[config.mk]
export PLATFORM = sky130hd
export DESIGN_NAME = intc_route_agg
export DESIGN_NICKNAME = d
export VERILOG_FILES = /design/src/rtl/intc_pkg.sv /design/src/rtl/intc_sync.sv /design/src/rtl/intc_cfg.sv /design/src/rtl/intc_detect.sv /design/src/rtl/intc_route_agg.sv
export SDC_FILE = /design/constraint.sdc
export NUM_CORES = 2
export LEC_CHECK = 0
export ABC_AREA = 1
export ABC_CLOCK_PERIOD_IN_PS = 4490
export BUFFER_PORTS_ARGS = -buffer_cell sky130_fd_sc_hd__buf_2
export CORE_UTILIZATION = 52
export DETAILED_ROUTE_END_ITERATION = 10
export PLACE_DENSITY_LB_ADDON = 0.15
export SLEW_MARGIN = 20
export SYNTH_ARGS = -nofsm -noshare
export SYNTH_HDL_FRONTEND = slang
export SYNTH_SLANG_ARGS = --single-unit
[constraint.sdc]
create_clock -name clk_i -period 4.49 [get_ports clk_i]
set_input_delay 0.2245 -clock clk_i [delete_from_list [all_inputs] [get_ports clk_i]]
set_output_delay 0.2245 -clock clk_i [all_outputs]
set_load 0.05 [all_outputs]
[src/rtl/intc_pkg.sv]
package intc_pkg;
    localparam int WORD_W = 32;
    localparam int ADDR_W = 7;
    localparam int IDX_W  = ADDR_W - 2;

    // word index of the summary register in the status bank
    localparam logic [IDX_W-1:0] SUMMARY_IDX = IDX_W'(31);

    typedef enum logic {
        BANK_CFG  = 1'b0,
        BANK_STAT = 1'b1
    } bank_e;

    // word index of word w of array number arr, arrays packed back to back
    function automatic logic [IDX_W-1:0] arr_idx(input int arr, input int words, input int w);
        return IDX_W'(arr * words + w);
    endfunction
endpackage

[src/rtl/intc_sync.sv]
module intc_sync #(
    parameter int W = 224
) (
    input  logic         clk_i,
    input  logic         rst_ni,
    input  logic [W-1:0] async_i,
    output logic [W-1:0] sync_o
);
    typedef struct packed {
        logic [W-1:0] s1;
        logic [W-1:0] s2;
    } sync_t;

    sync_t st_d, st_q;

    always_comb begin
        st_d    = st_q;
        st_d.s1 = async_i;
        st_d.s2 = st_q.s1;
    end

    always_ff @(posedge clk_i or negedge rst_ni) begin
        if (!rst_ni) st_q <= '0;
        else         st_q <= st_d;
    end

    assign sync_o = st_q.s2;
endmodule

[src/rtl/intc_cfg.sv]
module intc_cfg
    import intc_pkg::*;
#(
    parameter int WORDS = 7,
    localparam int NUM  = WORDS * WORD_W
) (
    input  logic              clk_i,
    input  logic              rst_ni,
    input  logic              wr_en_i,
    input  logic [IDX_W-1:0]  widx_i,
    input  logic [WORD_W-1:0] wdata_i,
    output logic [NUM-1:0]    trig_o,
    output logic [NUM-1:0]    pol_o,
    output logic [NUM-1:0]    route_o,
    output logic [NUM-1:0]    en_o
);
    typedef struct packed {
        logic [NUM-1:0] trig;
        logic [NUM-1:0] pol;
        logic [NUM-1:0] route;
        logic [NUM-1:0] en;
    } cfg_t;

    cfg_t cfg_d, cfg_q;

    always_comb begin
        cfg_d = cfg_q;
        if (wr_en_i) begin
            for (int w = 0; w < WORDS; w++) begin
                if (widx_i == arr_idx(0, WORDS, w)) cfg_d.trig[w*WORD_W +: WORD_W]  = wdata_i;
                if (widx_i == arr_idx(1, WORDS, w)) cfg_d.pol[w*WORD_W +: WORD_W]   = wdata_i;
                if (widx_i == arr_idx(2, WORDS, w)) cfg_d.route[w*WORD_W +: WORD_W] = wdata_i;
                if (widx_i == arr_idx(3, WORDS, w)) cfg_d.en[w*WORD_W +: WORD_W]    = wdata_i;
            end
        end
    end

    always_ff @(posedge clk_i or negedge rst_ni) begin
        if (!rst_ni) begin
            cfg_q.trig  <= '1;
            cfg_q.pol   <= '0;
            cfg_q.route <= '1;
            cfg_q.en    <= '0;
        end else begin
            cfg_q <= cfg_d;
        end
    end

    assign trig_o  = cfg_q.trig;
    assign pol_o   = cfg_q.pol;
    assign route_o = cfg_q.route;
    assign en_o    = cfg_q.en;
endmodule

[src/rtl/intc_detect.sv]
module intc_detect #(
    parameter int NUM = 224
) (
    input  logic           clk_i,
    input  logic           rst_ni,
    input  logic [NUM-1:0] lvl_i,
    input  logic [NUM-1:0] trig_i,
    input  logic [NUM-1:0] pol_i,
    input  logic [NUM-1:0] clr_i,
    output logic [NUM-1:0] edge_o,
    output logic [NUM-1:0] pend_o,
    output logic [NUM-1:0] stat_o
);
    typedef struct packed {
        logic [NUM-1:0] prev;
        logic [NUM-1:0] pend;
    } det_t;

    det_t det_d, det_q;
    logic [NUM-1:0] act, act_prev, edge_hit;

    always_comb begin
        act      = lvl_i ^ pol_i;
        act_prev = det_q.prev ^ pol_i;
        edge_hit = act & ~act_prev;
        det_d      = det_q;
        det_d.prev = lvl_i;
        // a new edge wins over a clear in the same cycle; level sources hold no latch
        det_d.pend = ((det_q.pend & ~clr_i) | edge_hit) & trig_i;
    end

    always_ff @(posedge clk_i or negedge rst_ni) begin
        if (!rst_ni) det_q <= '0;
        else         det_q <= det_d;
    end

    assign edge_o = edge_hit & trig_i;
    assign pend_o = det_q.pend;
    assign stat_o = (trig_i & det_q.pend) | (~trig_i & act);
endmodule

[src/rtl/intc_route_agg.sv]
module intc_route_agg
    import intc_pkg::*;
#(
    parameter int WORDS = 7,
    localparam int NUM  = WORDS * WORD_W
) (
    input  logic              clk_i,
    input  logic              rst_ni,
    input  logic [NUM-1:0]    src_i,
    input  logic              bus_bank_i,
    input  logic              bus_we_i,
    input  logic [ADDR_W-1:0] bus_addr_i,
    input  logic [WORD_W-1:0] bus_wdata_i,
    output logic [WORD_W-1:0] bus_rdata_o,
    output logic              irq_a_o,
    output logic              irq_b_o
);
    logic [IDX_W-1:0] widx;
    logic             unused_addr_lsb;
    logic [NUM-1:0]   lvl_sync;
    logic [NUM-1:0]   cfg_trig, cfg_pol, cfg_route, cfg_en;
    logic [NUM-1:0]   clr_vec, edge_vec, pend_vec, stat_vec;
    logic [NUM-1:0]   mask_a, mask_b;
    logic [15:0]      summary;
    logic             cfg_wr;

    assign widx            = bus_addr_i[ADDR_W-1:2];
    assign unused_addr_lsb = ^bus_addr_i[1:0];
    assign cfg_wr          = bus_we_i && (bus_bank_i == BANK_CFG);

    intc_sync #(.W(NUM)) u_sync (
        .clk_i   (clk_i),
        .rst_ni  (rst_ni),
        .async_i (src_i),
        .sync_o  (lvl_sync)
    );

    intc_cfg #(.WORDS(WORDS)) u_cfg (
        .clk_i   (clk_i),
        .rst_ni  (rst_ni),
        .wr_en_i (cfg_wr),
        .widx_i  (widx),
        .wdata_i (bus_wdata_i),
        .trig_o  (cfg_trig),
        .pol_o   (cfg_pol),
        .route_o (cfg_route),
        .en_o    (cfg_en)
    );

    intc_detect #(.NUM(NUM)) u_detect (
        .clk_i  (clk_i),
        .rst_ni (rst_ni),
        .lvl_i  (lvl_sync),
        .trig_i (cfg_trig),
        .pol_i  (cfg_pol),
        .clr_i  (clr_vec),
        .edge_o (edge_vec),
        .pend_o (pend_vec),
        .stat_o (stat_vec)
    );

    assign mask_a = stat_vec & cfg_en & cfg_route;
    assign mask_b = stat_vec & cfg_en & ~cfg_route;

    always_comb begin
        summary = '0;
        for (int w = 0; w < WORDS; w++) begin
            summary[w]     = |mask_b[w*WORD_W +: WORD_W];
            summary[8 + w] = |mask_a[w*WORD_W +: WORD_W];
        end
    end

    always_comb begin
        bus_rdata_o = '0;
        clr_vec     = '0;
        for (int w = 0; w < WORDS; w++) begin
            if (bus_bank_i == BANK_CFG) begin
                if (widx == arr_idx(0, WORDS, w)) bus_rdata_o = cfg_trig[w*WORD_W +: WORD_W];
                if (widx == arr_idx(1, WORDS, w)) bus_rdata_o = cfg_pol[w*WORD_W +: WORD_W];
                if (widx == arr_idx(2, WORDS, w)) bus_rdata_o = cfg_route[w*WORD_W +: WORD_W];
                if (widx == arr_idx(3, WORDS, w)) bus_rdata_o = cfg_en[w*WORD_W +: WORD_W];
            end else begin
                if (widx == arr_idx(0, WORDS, w)) bus_rdata_o = stat_vec[w*WORD_W +: WORD_W];
                if (widx == arr_idx(1, WORDS, w)) bus_rdata_o = mask_b[w*WORD_W +: WORD_W];
                if (widx == arr_idx(2, WORDS, w)) bus_rdata_o = mask_a[w*WORD_W +: WORD_W];
                if (bus_we_i && widx == arr_idx(0, WORDS, w))
                    clr_vec[w*WORD_W +: WORD_W] = bus_wdata_i;
            end
        end
        if (bus_bank_i == BANK_STAT && widx == SUMMARY_IDX)
            bus_rdata_o = {16'b0, summary};
    end

    assign irq_a_o = |mask_a;
    assign irq_b_o = |mask_b;
endmodule

## Word-level counts from Yosys, hierarchy flattened

Cells that the tools add are included.

| storage, ports and cells | value |
|---|---|
| bits in registers | 1792 |
| input bits | 267 |
| output and inout bits | 34 |
| logic and storage cells | 202 |

| operators by class | value |
|---|---|
| equal/unequal tests | 28 |
| muxes and demuxes | 71 |
| bitwise operators | 17 |
| reductions and logical operators | 54 |

Operators with widths:

| cell | number |
|---|---|
| $mux W32 | 71 |
| $and A224 B224 Y224 | 8 |
| $not A224 Y224 | 4 |
| $or A224 B224 Y224 | 2 |
| $reduce_or A224 Y1 | 2 |
| $reduce_or A32 Y1 | 14 |
| $xor A224 B224 Y224 | 2 |
| $eq A5 B5 Y1 const B | 13 |
| $reduce_and A2 Y1 | 28 |
| $eq A5 B4 Y1 const B | 8 |
| $eq A5 B3 Y1 const B | 4 |
| $eq A5 B2 Y1 const B | 2 |
| $logic_and A1 B1 Y1 | 9 |
| $eq A5 B1 Y1 const B | 1 |
| $logic_not A5 Y1 | 1 |
| $not A1 Y1 | 1 |

## Logic depth before layout (Yosys ltp)

| depth | value |
|---|---|
| depth after elaboration | 39 |
| gate-level depth with buffers | 45 |
| depth with buffers taken out | 45 |

## Hierarchy

A second synthesis with hierarchy kept.

| second synthesis, totals | value |
|---|---|
| cells, all modules | 13422 |
| area total of the unflattened synthesis | 96804.1 um^2 |

By module, submodules not included:

| module | times used | cells each | area an instance (um^2) | seq. area each (um^2) |
|---|---|---|---|---|
| intc_cfg | 1 | 4040 | 36267.3 | 22982.0 |
| intc_detect | 1 | 4032 | 27746.6 | 11210.8 |
| intc_route_agg | 1 | 4902 | 21579.4 | 0.0 |
| intc_sync | 1 | 448 | 11210.8 | 11210.8 |

## Least setup slack after synthesis

No wires, ideal clock.

| path | value |
|---|---|
| kind | input port to output port |
| start point | in bus_addr_i[3] |
| end point | out bus_rdata_o[25] |
| arrival time | 3.622 ns |
| data required time | 4.266 ns |
| path slack | 0.643 ns |
| stages | 42 |
| buffers on the path | 1 |
| cell sequence | inv_2 -> nand2_1 -> nor2_1 -> inv_2 -> nor2_1 -> clkinv_1 -> clkbuf_1 -> nand2_1 -> nand2_1 -> nand3_1 -> nand2_1 -> nand2_1 -> nand2_1 -> nand2_1 -> nand2_1 -> nand3_1 -> nand2_1 -> nand2_1 -> [6 not listed] -> nand2_1 -> nand2_1 -> nand2_1 -> nand3_1 -> nand2_1 -> nand2_1 -> nand2_1 -> nand2_1 -> nand2_1 -> nand3_1 -> nand2_1 -> nand2_1 -> nand2_1 -> nand2_1 -> nand2_1 -> o21ai_1 -> nor2_1 -> a21oi_1 |

| between the ends | value |
|---|---|
| word-level cells in the longest chain between the ends | 37 |
| elaborated cells on any way between the ends | 87 |
| those cells by class | eq/ne (28); mux (57); reduce/logical (2) |

RTL lines:

| what | line | source |
|---|---|---|
| from (decl) | intc_route_agg.sv:12 | `input logic [ADDR_W-1:0] bus_addr_i,` |
| $logic_not A5 Y1 | intc_route_agg.sv:78, intc_route_agg.sv:83 |  |
| $mux W32 | intc_route_agg.sv:78 | `if (widx == arr_idx(0, WORDS, w)) bus_rdata_o = cfg_trig[w*WORD_W +: WORD_W];` |
| $mux W32 | intc_route_agg.sv:79 | `if (widx == arr_idx(1, WORDS, w)) bus_rdata_o = cfg_pol[w*WORD_W +: WORD_W];` |
| $mux W32 | intc_route_agg.sv:80 | `if (widx == arr_idx(2, WORDS, w)) bus_rdata_o = cfg_route[w*WORD_W +: WORD_W];` |
| $mux W32 | intc_route_agg.sv:81 | `if (widx == arr_idx(3, WORDS, w)) bus_rdata_o = cfg_en[w*WORD_W +: WORD_W];` |
| $mux W32 | intc_route_agg.sv:77 | `if (bus_bank_i == BANK_CFG) begin` |
| $mux W32 | intc_route_agg.sv:78 |  |
| $mux W32 | intc_route_agg.sv:79 |  |
| [21 not listed] | n/a |  |
| $mux W32 | intc_route_agg.sv:81 |  |
| $mux W32 | intc_route_agg.sv:77 |  |
| $mux W32 | intc_route_agg.sv:78 |  |
| $mux W32 | intc_route_agg.sv:79 |  |
| $mux W32 | intc_route_agg.sv:80 |  |
| $mux W32 | intc_route_agg.sv:81 |  |
| $mux W32 | intc_route_agg.sv:77 |  |
| $mux W32 (*) | intc_route_agg.sv:90 | `if (bus_bank_i == BANK_STAT && widx == SUMMARY_IDX)` |
| to (decl) | intc_route_agg.sv:14 | `output logic [WORD_W-1:0] bus_rdata_o,` |

Every way passes the cells marked *; elsewhere a longest branch is shown, timed or not.

## Worst setup path after layout

| path | value |
|---|---|
| start point | reg u_cfg.cfg_q (netlist bit u_cfg.trig_o[1]) |
| end point | out bus_rdata_o[1] |

| between the ends | value |
|---|---|
| word-level cells in the longest chain between the ends | 39 |
| elaborated cells on any way between the ends | 64 |
| those cells by class | mux (57); bitwise (7) |

RTL lines:

| what | line | source |
|---|---|---|
| from (decl) | intc_cfg.sv:24 | `cfg_t cfg_d, cfg_q;` |
| from (signal assigned) | intc_cfg.sv:45 | `cfg_q <= cfg_d;` |
| $not A224 Y224 | intc_detect.sv:39 | `assign stat_o = (trig_i & det_q.pend) \| (~trig_i & act);` |
| $and A224 B224 Y224 | intc_detect.sv:39 |  |
| $or A224 B224 Y224 | intc_detect.sv:39 |  |
| $and A224 B224 Y224 | intc_route_agg.sv:62, intc_route_agg.sv:63 |  |
| $and A224 B224 Y224 | intc_route_agg.sv:63 | `assign mask_b = stat_vec & cfg_en & ~cfg_route;` |
| $mux W32 | intc_route_agg.sv:84 | `if (widx == arr_idx(1, WORDS, w)) bus_rdata_o = mask_b[w*WORD_W +: WORD_W];` |
| $mux W32 | intc_route_agg.sv:85 | `if (widx == arr_idx(2, WORDS, w)) bus_rdata_o = mask_a[w*WORD_W +: WORD_W];` |
| $mux W32 (*) | intc_route_agg.sv:77 |  |
| [23 not listed] | n/a |  |
| $mux W32 | intc_route_agg.sv:81 |  |
| $mux W32 (*) | intc_route_agg.sv:77 |  |
| $mux W32 | intc_route_agg.sv:78 |  |
| $mux W32 | intc_route_agg.sv:79 |  |
| $mux W32 | intc_route_agg.sv:80 |  |
| $mux W32 | intc_route_agg.sv:81 |  |
| $mux W32 (*) | intc_route_agg.sv:77 |  |
| $mux W32 (*) | intc_route_agg.sv:90 |  |

Marks and branches as above.

==> Flow_metrics.wiki <==
{| class="wikitable"
! Metric !! Value
|-
| Final worst-path setup slack || -0.516 ns
|-
| Top Layer Used || met5
|-
| Share of post-route cells with drive strength above 1 || 16.4%
|-
| Crit-path max FO || 3
|-
| Placer congestion estimate || 0.952
|-
| Lkg Pwr || 49.7 nW
|-
| Number of cells traversed by the worst register-to-register path || 32
|-
| Final period demand of the worst path || 5.01 ns
|-
| Sequential cell area || 45400 µm²
|-
| Root buffer selected by CTS || sky130_fd_sc_hd__clkbuf_16
|-
| Synth Area per Inst || 7.67 µm²
|-
| Number of global-route vias before repair || 77400
|-
| Crit path DAT || 4.78 ns
|-
| Category of the critical setup timing path || reg2out
|-
| Flip-flop and latch count after synthesis || 1792
|-
| Row count || 149
|-
| Switching share of power || 28.9%
|-
| Initial antenna violation count || 8
|-
| Post-Syn Nets || 11600
|-
| Remaining number of nets flagged by the antenna check after routing || 0
|-
| GR Overflow Total || 0
|-
| Failing checks || design-rule violations, negative setup slack
|-
| Leading cell type in the layout, fill and taps excluded || sky130_fd_sc_hd__nand2_1
|-
| Share of the yosys chip area belonging to registers || 52.3%
|-
| Share of power burned in registers || 44.8%
|-
| Final Net Count || 12400
|-
| Total standard cell area after synthesis || 86800 µm²
|-
| Area of the core region || 165000 µm²
|-
| Final Setup Violations || 33
|-
| Number of warnings issued by yosys || 0
|-
| Cell depth of the worst min-delay path || 2
|-
| Via count || 80400
|-
| Multi-input gate area || 36200 µm²
|-
| RSZ-0062 raised after global routing || true
|-
| Startpoint type of the worst setup path || register
|-
| H-tree depth || 4
|-
| Largest net degree at the start of global routing || 142
|-
| Commonest register cell after synthesis || sky130_fd_sc_hd__dfrtp_1
|-
| Detailed route wirelength on metal3 || 22800 µm
|-
| Worst VDD drop || 411 µV
|-
| Amount of wire on met2 after detailed routing || 130000 µm
|-
| Max_cap viols || 0
|-
| Layout fillers || 13900
|-
| Sinks on the clock net || 1792
|-
| Initial core utilization || 52.5%
|-
| Setup tns final || -11.35 ns
|-
| Switching power summed over all nets || 12.5 mW
|-
| Fmax || 0.200 GHz
|-
| Final period utilization || 111%
|-
| Deepest clock path buffer count || 3
|-
| Cell-internal power || 30.8 mW
|-
| Worst-path cell with the longest stage delay || sky130_fd_sc_hd__dfstp_2
|-
| Detail-routed via count per cell || 5.53
|-
| Distinct cells, synth || 49
|-
| Die boundary width || 410 µm
|-
| Number of input and output port buffers inserted || 298
|-
| Routed WL || 285000 µm
|-
| Synthesis-to-finish area growth || 22.2%
|-
| Clock Skew || 0.0219 ns
|-
| Tightest Hold Check Type || in2reg
|-
| Initial DRT Pass Iterations || 9
|-
| Vertical die dimension || 410 µm
|-
| Setup slack after placement || -0.203 ns
|-
| Clock transition at path regs || 0.06 ns
|-
| Async SR Flop Fraction || 100%
|-
| Final-report max-slew violation count || 0
|-
| Total track usage || 33.6%
|-
| Number of flops mapped to enable cells by yosys || 0
|-
| Instance count of the mapped netlist || 11300
|-
| Slew Limit Headroom || 20.8%
|-
| HPWL Detailed || 190000 µm
|-
| Worst stage delay on the critical path || 0.55 ns
|-
| Gate power share || 15.5%
|-
| First-pass GRT wire length || 438000 µm
|-
| Number of buffers created by CTS || 191
|-
| Post-detailed-route DRC marker count || 30
|-
| Dominant cell type by count on the critical path || sky130_fd_sc_hd__nand2_1
|-
| CTS tree || yes
|-
| Met1 wire length || 119000 µm
|-
| Final count of hold timing violations || 0
|-
| Clock latency reported for the late side of the worst-skew pair || 0.85 ns
|-
| Detail-routed net length per standard cell || 19.6 µm
|-
| IO Count || 301
|-
| Endpoint type of the worst setup path || output port
|-
| Number of design-rule violations left by the first detailed-router iteration || 7857
|-
| Outcome || complete, but fails checks
|-
| Areal power density over the cells || 408 nW/µm²
|-
| Slew at the pin closest to its max-slew limit || 1.19 ns
|-
| Die area || 169000 µm²
|-
| Clk pwr share || 39.7%
|-
| Required time at the endpoint of the critical path || 4.27 ns
|-
| Most used cells in the layout excluding fill and tap cells || 3783 x sky130_fd_sc_hd__nand2_1, 1457 x sky130_fd_sc_hd__o21ai_0, 1342 x sky130_fd_sc_hd__dfrtp_1, 1235 x sky130_fd_sc_hd__inv_1, 489 x sky130_fd_sc_hd__nor2_1
|}
## logic make-up (layout without fill, tap and decap cells)
family,Yosys count,count (layout),share of synthesized area [%]
buffers and inverters,1774,2806,7.80
multiplexers,3,3,0.0346
AND/OR/NAND/NOR,5483,5483,25.7
AO/OA/AOI/OAI,2176,2176,13.4
XOR/XNOR,83,83,0.838
flip-flops,1792,1792,52.3
other,0,8,0
## synth_stat cells, types with 9 or more instances
cell / instances / area, µm²
sky130_fd_sc_hd__nor3_1: 78 / 390
sky130_fd_sc_hd__o21ai_1: 42 / 210
sky130_fd_sc_hd__o21ai_0: 1476 / 7390
sky130_fd_sc_hd__inv_1: 1264 / 4740
sky130_fd_sc_hd__or2_2: 57 / 357
sky130_fd_sc_hd__o211ai_1: 33 / 248
sky130_fd_sc_hd__dfstp_2: 448 / 11800
sky130_fd_sc_hd__nor2_1: 531 / 1990
sky130_fd_sc_hd__a2111oi_0: 9 / 78.8
sky130_fd_sc_hd__nor4_1: 28 / 175
sky130_fd_sc_hd__dfrtp_1: 1344 / 33600
sky130_fd_sc_hd__buf_2: 41 / 205
sky130_fd_sc_hd__nand3b_1: 72 / 541
sky130_fd_sc_hd__clkbuf_1: 424 / 1590
sky130_fd_sc_hd__a21oi_1: 445 / 2230
sky130_fd_sc_hd__nand4_1: 163 / 1020
sky130_fd_sc_hd__o221ai_1: 28 / 245
sky130_fd_sc_hd__buf_1: 22 / 82.6
sky130_fd_sc_hd__nand2_1: 4033 / 15100
sky130_fd_sc_hd__xor2_1: 36 / 315
sky130_fd_sc_hd__o2111ai_1: 105 / 920
sky130_fd_sc_hd__nand3_1: 504 / 2520
sky130_fd_sc_hd__o22ai_1: 17 / 106
sky130_fd_sc_hd__xnor2_1: 47 / 412
## routing by layer
layer | vias up | global-route usage, %
li1 | 38000 | -
met1 | 38500 | 45.5
met2 | 3281 | 53.4
met3 | 614 | 5.43
met4 | 4 | 15.1
met5 | - | 0
## power by group through the flow
stage          combinational (mW)  sequential [mW]  clock, mW
6_report                     6.72             19.4       17.2
5_1_grt                      7.48             19.6       18.0
4_1_cts                      6.54             19.3       17.4
3_5_place_dp                 5.85             19.6          0
3_3_place_gp                 5.68             19.5          0
2_1_floorplan                3.65             19.2          0
## registers in the layout, summed over array words and instances (netlist names)
signal	cells
u_cfg.route_o	224
u_cfg.trig_o	224
u_detect.det_q	224
u_cfg.pol_o	224
u_cfg.en_o	224
u_sync.st_d	224
u_sync.sync_o	224
u_detect.pend_o	224
## cell type report
class | count | share of cell area, %
clock inverters | 102 | 1.31
multi-input cells | 7745 | 34.1
inverters | 1278 | 4.53
diodes | 8 | 0.0189
well taps | 2189 | 2.58
repair buffers | 1166 | 9.45
clock buffers | 260 | 5.18
flip-flops and latches | 1792 | 42.8
## repair_timing
item | CTS | global route
hold buffers | 451 | 0
hold endpoints to repair | 585 | 0
setup endpoints to repair | 32 | 34
gates resized for setup | 375 | 146
setup buffers | 119 | 22
pin swaps | 138 | 162
## metrics by stage
step | hold slack, ns | power, mW | cell area (µm²) | utilization, % | instances
final | 0.0332 | 43.3 | 106000 | 64.1 | 14500
after global routing | 0.0242 | 45.1 | 106000 | 64.1 | 14500
after CTS | 0.000773 | 43.2 | 106000 | 63.8 | 14500
after detailed placement | 0.334 | 25.4 | 92200 | 55.7 | 13600
after global placement | 0.332 | 25.2 | 92200 | 55.7 | 13600
after floorplan | -0.0711 | 22.8 | 86800 | - | 11300
## worst max-delay path: cells and delay by family (launching register included)
family	cells	cell delay, ns
buf+inv	2	0.22
flops	1	0.55
compound gates	6	0.77
simple gates	27	2.38
## final timing paths
path,startpoint,endpoint,slack [ns]
hold / removal,src_i[164],u_sync.st_d[164],0.03
setup / recovery,u_cfg.trig_o[1],bus_rdata_o[1],-0.52
hold reg to reg,u_sync.st_d[185],u_sync.sync_o[185],0.34
min in group asynchronous,rst_ni,u_sync.sync_o[117],0.07
setup reg to reg,u_cfg.trig_o[29],u_detect.pend_o[29],0.15
max in group asynchronous,rst_ni,u_sync.sync_o[107],2.95
No activity file was read; power rests on OpenSTA's default activity.
